<file path="config.mk">
export PLATFORM = sky130hd
export DESIGN_NAME = wdr_seq_tracker
export DESIGN_NICKNAME = d
export VERILOG_FILES = /design/src/rtl/wdr_pkg.sv /design/src/rtl/wdr_seq_tracker.sv
export SDC_FILE = /design/constraint.sdc
export NUM_CORES = 1
export LEC_CHECK = 0
export ABC_CLOCK_PERIOD_IN_PS = 1400
export BUFFER_PORTS_ARGS = -buffer_cell sky130_fd_sc_hd__clkbuf_2
export CAP_MARGIN = 20
export CORE_AREA = 2 2 39 41
export CTS_CLUSTER_DIAMETER = 40
export DETAILED_ROUTE_END_ITERATION = 7
export DIE_AREA = 0 0 41 43
export SYNTH_ARGS = -nofsm -noshare
export SYNTH_HDL_FRONTEND = slang
export SYNTH_SLANG_ARGS = --single-unit
export TNS_END_PERCENT = 50
</file>
<file path="constraint.sdc">
create_clock -name clk -period 1.4 [get_ports clk]
set_input_delay 0.14 -clock clk [delete_from_list [all_inputs] [get_ports clk]]
set_output_delay 0.14 -clock clk [all_outputs]
set_load 0.005 [all_outputs]
</file>
<file path="src/rtl/wdr_pkg.sv">
package wdr_pkg;

    localparam int DATA_W  = 16;
    localparam int LANE_W  = 8;
    localparam int LANES   = DATA_W / LANE_W;

    localparam logic [DATA_W-1:0] SEQ_FIRST  = 16'hA602;
    localparam logic [DATA_W-1:0] SEQ_SECOND = 16'hB480;
    localparam logic [DATA_W-1:0] REG_INIT   = SEQ_SECOND;

    typedef enum logic {
        TRK_IDLE  = 1'b0,
        TRK_ARMED = 1'b1
    } trk_state_e;

    typedef struct packed {
        logic act;         // an accepted write with at least one lane enabled
        logic legal;       // every byte of the merged value is allowed
        logic hit_first;   // merged value equals the first sequence value
        logic hit_second;  // merged value equals the second sequence value
    } wr_eval_t;

    function automatic logic [LANE_W-1:0] merge_lane(
        input logic [LANE_W-1:0] old_b,
        input logic [LANE_W-1:0] new_b,
        input logic              en
    );
        return en ? new_b : old_b;
    endfunction

    function automatic logic lane_allowed(
        input logic [LANE_W-1:0] b,
        input int unsigned       lane
    );
        return (b == SEQ_FIRST[lane*LANE_W +: LANE_W]) ||
               (b == SEQ_SECOND[lane*LANE_W +: LANE_W]);
    endfunction

endpackage

</file>
<file path="src/rtl/wdr_seq_tracker.sv">
module wdr_seq_tracker
    import wdr_pkg::*;
#(
    parameter int WINDOW = 20,
    localparam int CNT_W = $clog2(WINDOW + 1)
) (
    input  logic             clk,
    input  logic             rst,
    input  wr_eval_t         eval,
    output logic             done,
    output trk_state_e       state,
    output logic [CNT_W-1:0] win_cnt
);
    localparam logic [CNT_W-1:0] LAST = CNT_W'(WINDOW - 1);

    logic exc;
    assign exc = eval.act && !eval.legal;

    always_ff @(posedge clk) begin
        if (rst) begin
            state   <= TRK_IDLE;
            win_cnt <= '0;
            done    <= 1'b0;
        end else begin
            done <= 1'b0;
            if (exc) begin
                state   <= TRK_IDLE;
                win_cnt <= '0;
            end else if (eval.hit_first) begin
                state   <= TRK_ARMED;
                win_cnt <= '0;
            end else if (state == TRK_ARMED) begin
                if (eval.hit_second) begin
                    done    <= 1'b1;
                    state   <= TRK_IDLE;
                    win_cnt <= '0;
                end else if (win_cnt == LAST) begin
                    state   <= TRK_IDLE;
                    win_cnt <= '0;
                end else begin
                    win_cnt <= win_cnt + 1'b1;
                end
            end
        end
    end

endmodule

</file>
Word level (Yosys, flattened, before mapping)

Cells that the tools add are included.

Word-level logic and storage cells: 18
Bits of input ports: 6
Register bits: 7
Output and inout bits: 7

Multiplexer cells: 7
Bitwise operators: 1
Eq/ne operators: 1
Reductions and logical operators: 5
Add/sub/neg operators: 1

Operators with widths:

| operator                                                       | count |
|---|---|
| 5-bit 2-to-1 mux                                               | 2 |
| 5-bit by 1-bit adder with 5-bit output (second input constant) | 1 |
| 5-bit equality test (second input constant)                    | 1 |
| 1-bit 2-to-1 mux                                               | 5 |
| 4-bit OR reduction                                             | 1 |
| 3-bit OR reduction                                             | 1 |
| 2-bit OR reduction                                             | 1 |
| 1-bit logical AND                                              | 1 |
| 1-bit zero test                                                | 1 |
| 1-bit NOT                                                      | 1 |

Depth between registers and ports, before layout

Gate-level depths: netlist (run 1).

Word-level depth: 5
Mapped depth: 4
Depth with buffers taken out: 4

Worst setup path after synthesis (run 1)

Ideal clock, no wire load.

Path type: register to register
Start: register win_cnt[0]
End: register win_cnt[2]
Data arrival time: 0.998 ns
Slack: 0.284 ns
Library setup time: 0.118 ns
Stages on the path, launching flop included: 5
Required time: 1.282 ns
Buffers on the path: 0
Period minus slack after synthesis: 1.116 ns
Path through: dfxtp_1 > ha_1 > nand4bb_1 > a32oi_1 > nor2_1

Cells in the longest elaborated chain, start to end: 3
Elaborated cells between the ends (all ways): 4
Classes of those cells: add/sub (1); eq/ne (1); mux (2)

RTL lines:

| element                                                                       | line                                         | source |
|---|---|---|
| start, declared                                                               | wdr_seq_tracker.sv:12                        | `output logic [CNT_W-1:0] win_cnt` |
| start signal, assigned                                                        | wdr_seq_tracker.sv:41                        | `win_cnt <= win_cnt + 1'b1;` |
| 5-bit by 1-bit adder with 5-bit output or 5-bit equality test (tied branches) | wdr_seq_tracker.sv:41, wdr_seq_tracker.sv:37 |  |
| 5-bit 2-to-1 mux (*)                                                          | wdr_seq_tracker.sv:37                        | `end else if (win_cnt == LAST) begin` |
| 5-bit 2-to-1 mux (*)                                                          | wdr_seq_tracker.sv:33                        | `if (eval.hit_second) begin` |

Mark *: on every way between the ends. The rest lies on a longest branch, timed or not.
A chain may end at the register's enable or synchronous reset.

Worst setup path in the final report (run 1)

Ends and elaborated chain as after synthesis.

==> results of run 1 <==
-- placed cells by master (no fill, tap or decap), drive strengths merged, types with 2 or more instances in the layout --
master	count
o21ai	3
and4b	2
a31oi	2
a21oi	3
nor2	4
nand2	2
clkbuf	16
dfxtp	7
inv	3
and2b	3
a211o	2
-- worst max-delay path, stage by stage (launching register included) --
cell	delay (ps)
dfxtp_1	400
ha_1	240
nand4bb_1	180
a32oi_1	230
nor2_1	60
-- routing by layer --
metal | part of all wire (%) | up-vias
met5 | 0 | -
met4 | 4.4 | 0
met3 | 5.9 | 5
met2 | 51 | 10
met1 | 38 | 168
li1 | - | 180
-- cells by family (layout without fill, tap and decap cells) --
family / after synthesis / in the layout / share of synthesized area (%)
simple gates: 16 / 16 / 30.0
compound gates: 13 / 13 / 23.7
flops: 7 / 7 / 39.6
buf+inv: 3 / 19 / 3.18
fa+ha+maj: 1 / 1 / 3.53
-- state kept, by name, summed over array words and instances, names as in the netlist --
signal   cells
win_cnt      5
state        1
done         1
-- per-stage QoR --
step                      instance area (um^2)  hold slack [ps]  total power, mW
after global placement                     434              318            0.239
after global routing                       460             68.5            0.441
after detailed placement                   434              321            0.238
after floorplan                            354              213            0.222
final                                      460             57.5            0.422
after CTS                                  460             52.8            0.428
-- power breakdown --
part	internal (mW)	total, mW	switching [mW]	leakage (nW)
clock	0.109	0.188	0.0788	0.0150
combinational	0.0130	0.0280	0.0151	0.123
sequential	0.202	0.206	0.00355	0.0567
-- cell type report --
cell class / count / area (um^2) / area share [%]
sequential: 7 / 140 / 30.4
tap: 16 / 20.0 / 4.35
inverter: 3 / 11.3 / 2.45
clock buffer: 4 / 26.3 / 5.71
timing repair buffer: 12 / 60.1 / 13.0
multi-input combinational: 30 / 203 / 44.0
-- final timing paths --
check	endpoint	slack, ps	depth (start not counted)
worst max-delay path	win_cnt[2]	170	4
worst min-delay path	state	60	2
worst max register to register	win_cnt[2]	170	4
worst min register to register	done	510	2
==> summary.txt, run 1 <==
Status
  – Status: finished clean

Placement
  – Final Wtd Congestion: 0.660
  – Pre-CTS WS: 196 ps
  – Port Buffers: 12
  – Detailed placer's ending HPWL: 572 um
  – Placed insts: 68

Clock tree
  – Root Buffer: clkbuf_4
  – CTS tree: built
  – Htree depth: 1
  – Post-CTS setup buffers: 0
  – Longest Clk Path Bufs: 2
  – CTS Sinks: 7
  – CTS Buf Count: 3
  – Clock-pin slew on the worst setup and hold paths: 60 ps
  – CTS Hold Buffers Added: 0
  – Post-CTS sizing: 0
  – Clk_lat worst skew: 260 ps

Floorplan
  – Die area: 1760 um^2
  – Ports: 13
  – Row cnt: 14
  – Core area: 1380 um^2
  – Chip Height: 43 um
  – Initial core utilization: 25.6%
  – Die span in x: 41 um

Drt
  – Post-DRT Antenna Nets: 0
  – Via count: 363
  – First-pass detailed-route iteration total: 3
  – Per-cell routed wire length: 10.7 um
  – Drt initial violations: 3
  – # DRC: 0
  – Total Wirelength: 767 um
  – Vias/cell: 5.04

Global routing
  – Vias in the first global route: 303
  – Most Used Layer, Global Route: met2
  – Largest net degree at the start of global routing: 10
  – GR Util met1: 10.3%
  – Grt total ovfl: 0
  – M2 GR Usage: 16.6%
  – Wire length of the first global-routing pass: 1.21 mm
  – Initial antenna violation count: 0
  – M3 GR Usage: 3.14%
  – Global Route Usage Sum: 10.9%

Critical path
  – Worst r2r src: win_cnt[0]
  – CP startpoint: win_cnt[0]
  – Crit path capture type: register
  – Setup crit start kind: register
  – CP Data Arrival Time: 1360 ps
  – Crit Path Category: register to register
  – Crit path required time: 1540 ps
  – Crit-path max FO: 6

Job
  – Maxcap violations: 0

Final layout
  – Share of cells above drive strength 1: 33.9%
  – Post-Layout Cell Count: 72
  – Final Net Count: 64
  – Layout Utilization: 33.3%
  – N_diodes: 0
  – Syn-to-layout area delta: 30.0%
  – Filler cells: 157

Power and ir drop
  – Max VDD drop: 0.000283 V
  – Power density over the cells: 916 nW/um^2
  – Leakage: 0.195 nW

Timing
  – Setup WS post-layout: 173 ps
  – Maximum clock frequency: 815 MHz
  – Worst-Margin Slew: 253 ps
  – Max-slew headroom: 83.1%
  – Final cycle utilization of the critical path: 87.6%
  – Setup Viol. Count Final: 0
  – RSZ-0062 raised after global routing: no
  – Final clock skew: 7.02 ps
  – Minimum clock period: 1230 ps
  – Setup TNS: 0 ps
  – Endpoints failing hold: 0
  – Fin. max-slew vios: 0

Synth
  – Syn Nets: 47
  – List of most frequent post-synthesis cells: 7 x dfxtp_1, 4 x nor2_1, 3 x a21oi_1, 3 x inv_1, 3 x o21ai_0
  – Largest area contributor in the synthesized netlist: dfxtp_1
  – Netlist cell types: 20
  – Avg Inst Size Synth: 8.85 um^2
  – Most used DFF post-synth: dfxtp_1
  – Synthesized instance count: 40
  – Cell with the most instances after synthesis: dfxtp_1
  – Post-synth EDFFs: 0
  – Post-synthesis sequential area ratio: 39.6%
  – Cells taking the most area after synthesis: dfxtp_1 40%, and4b_2 6.4%, a211o_1 4.9%
  – Yosys reg bits: 7
  – Fraction of registers with async set/reset: 0%
  – Mapped Area: 354 um^2
  – Yosys warns: 0
  – Share of the synthesized area in the top cell type: 39.6%

Hold path
  – Worst Hold Class: input pin to register
  – Critical hold path startpoint: rst
Note: power is estimated with default switching activity, not from simulation.
==> run 2: changes to the inputs <==
Settings changed: ABC_AREA set to 1.
==> summary.txt, run 2 <==
Status
  – Status: finished clean

Global routing
  – Grt total ovfl: 0
  – Global Route Usage Sum: 11.8%
  – Wire length of the first global-routing pass: 1.32 mm
  – Initial antenna violation count: 0
  – Most Used Layer, Global Route: met2
  – M3 GR Usage: 9.42%
  – Largest net degree at the start of global routing: 10
  – M2 GR Usage: 17.5%
  – Vias in the first global route: 340
  – GR Util met1: 12.2%

Critical path
  – Crit path capture type: register
  – Reg2Reg Setup Slack: 210 ps
  – Crit-path max FO: 6
  – Crit Path Category: register to register
  – Crit path required time: 1600 ps
  – CP Data Arrival Time: 1390 ps
  – Setup crit start kind: register

Synth
  – Cells taking the most area after synthesis: dfxtp_1 40%, nand2_1 18%, inv_1 6.4%
  – Syn Nets: 59
  – Xor and xnor fraction of the mapped netlist area: 0%
  – Netlist cell types: 15
  – Cell with the most instances after synthesis: nand2_1
  – Simple-gate portion of the synthesized area: 33.3%
  – Yosys warns: 0
  – Post-synthesis sequential area ratio: 39.7%
  – List of most frequent post-synthesis cells: 17 x nand2_1, 7 x dfxtp_1, 6 x inv_1
  – Adder-Cell Fraction of Synth Area: 3.55%
  – Mapped Area: 353 um^2
  – Mux share of post-synthesis cell area: 0%
  – Synthesized instance count: 52
  – Main combinational cell family by area after synthesis: simple AND/OR/NAND/NOR gates
  – Post-synth EDFFs: 0
  – Compound-gate portion of the synthesized area: 12.8%
  – Most used DFF post-synth: dfxtp_1
  – Largest area contributor in the synthesized netlist: dfxtp_1
  – Yosys reg bits: 7
  – Avg Inst Size Synth: 6.79 um^2
  – Share of the synthesized area in the top cell type: 39.7%
  – Fraction of registers with async set/reset: 0%

Power and ir drop
  – Clk pwr share: 45.0%
  – Psw: 0.105 mW
  – Max VDD drop: 0.000435 V
  – Pint: 0.319 mW
  – Leakage: 0.210 nW
  – Combinational power share: 6.8%
  – Switch share: 24.7%
  – Power Total: 0.424 mW
  – Sequential share of power: 48.2%
  – Power density over the cells: 937 nW/um^2

Timing
  – Worst-Margin Slew: 296 ps
  – Maximum clock frequency: 840 MHz
  – Fin. max-slew vios: 0
  – Final clock skew: 1.84 ps
  – Max-slew headroom: 80.3%
  – Final cycle utilization of the critical path: 85.0%
  – Setup TNS: 0 ps
  – RSZ-0062 raised after global routing: no
  – Endpoints failing hold: 0
  – Minimum clock period: 1190 ps
  – Setup Viol. Count Final: 0
  – Setup WS post-layout: 210 ps

Drt
  – Post-DRT Antenna Nets: 0
  – Per-cell routed wire length: 8.96 um
  – Vias/cell: 4.47
  – Drt initial violations: 15
  – Via count: 371
  – Total Wirelength: 744 um
  – # DRC: 0
  – First-pass detailed-route iteration total: 4

Clock tree
  – Clk_lat worst skew: 260 ps
  – CTS Buf Count: 3
  – CTS Sinks: 7
  – CTS tree: built
  – Longest Clk Path Bufs: 2
  – CTS Hold Buffers Added: 0
  – Root Buffer: clkbuf_4
  – Post-CTS setup buffers: 0
  – Clock-pin slew on the worst setup and hold paths: 60 ps
  – Post-CTS sizing: 0
  – Htree depth: 1

Final layout
  – Biggest regs: win_cnt x5, done x1, state x1
  – Commonest cells after routing, fill and taps aside: 17 x nand2_1, 12 x clkbuf_2, 7 x dfxtp_1
  – Most flops, register: win_cnt
  – Final Net Count: 75
  – Multi-input gate area: 175 um^2
  – Commonest non-fill, non-tap cell in the layout: nand2_1
  – Share of cells above drive strength 1: 31.3%
  – Filler cells: 155
  – Sequential Area: 140 um^2
  – Syn-to-layout area delta: 28.4%
  – N_diodes: 0
  – Number of flip-flops in the largest register: 5

Floorplan
  – Die span in x: 41 um
  – Ports: 13
  – Core area: 1380 um^2
  – Die area: 1760 um^2
  – Initial core utilization: 25.5%
  – Row cnt: 14
  – Chip Height: 43 um

Hold path
  – Worst Hold Class: input pin to register

Job
  – Maxcap violations: 0

Placement
  – Port Buffers: 12
  – Detailed placer's ending HPWL: 549 um
  – Final Wtd Congestion: 0.794
  – Pre-CTS WS: 228 ps
-- run 2: through the flow --
| step | hold slack, ps | utilization, % | instance area (um^2) | std cells |
|---|---|---|---|---|
| after floorplan | 261 | - | 353 | 52 |
| after global placement | 398 | 30.7 | 425 | 79 |
| after detailed placement | 399 | 30.7 | 425 | 79 |
| after CTS | 118 | 32.7 | 453 | 83 |
| after global routing | 129 | 32.7 | 453 | 83 |
| final | 128 | 32.7 | 453 | 83 |
-- run 2: worst max-delay path: stages, from the launching register on --
cell and delay (ps):
dfxtp_1 350, ha_1 270, nand2_1 90, inv_1 50, a21oi_2 180, nand2_1 90
a21oi_2 110
-- run 2: power groups by stage --
stage	Combinational (mW)	Clock (mW)	Sequential, mW
after global placement	0.0295	0	0.209
after CTS	0.0297	0.204	0.204
after global routing	0.0337	0.219	0.205
after floorplan	0.0157	0	0.209
after detailed placement	0.0295	0	0.209
final	0.0290	0.191	0.205
-- run 2: path summary, 6_finish.rpt --
path / depth (start not counted) / startpoint / end
max: 6 / win_cnt[0] / win_cnt[2]
min: 3 / eval[0] / done
max reg2reg: 6 / win_cnt[0] / win_cnt[2]
min reg2reg: 2 / state / win_cnt[1]
-- run 2: final cells by class --
class                      instances  share of cell area, %
clock inverter                     1                   1.10
tap                               16                   4.42
inverter                           8                   6.63
clock buffer                       3                   4.97
multi-input combinational         36                   38.7
sequential                         7                   30.9
timing repair buffer              12                   13.3
-- run 2: cells by family after synthesis --
| group | count (synthesis) |
|---|---|
| compound gates | 7 |
| fa+ha+maj | 1 |
| buf+inv | 9 |
| flops | 7 |
| simple gates | 28 |
-- run 2: metal layers --
metal | share of wire (%) | vias up | wire [um]
met1 | 44 | 165 | 330
li1 | - | 194 | -
met3 | 9.7 | 0 | 72
met2 | 46 | 12 | 341
met4 | 0 | 0 | 0
met5 | 0 | - | 0
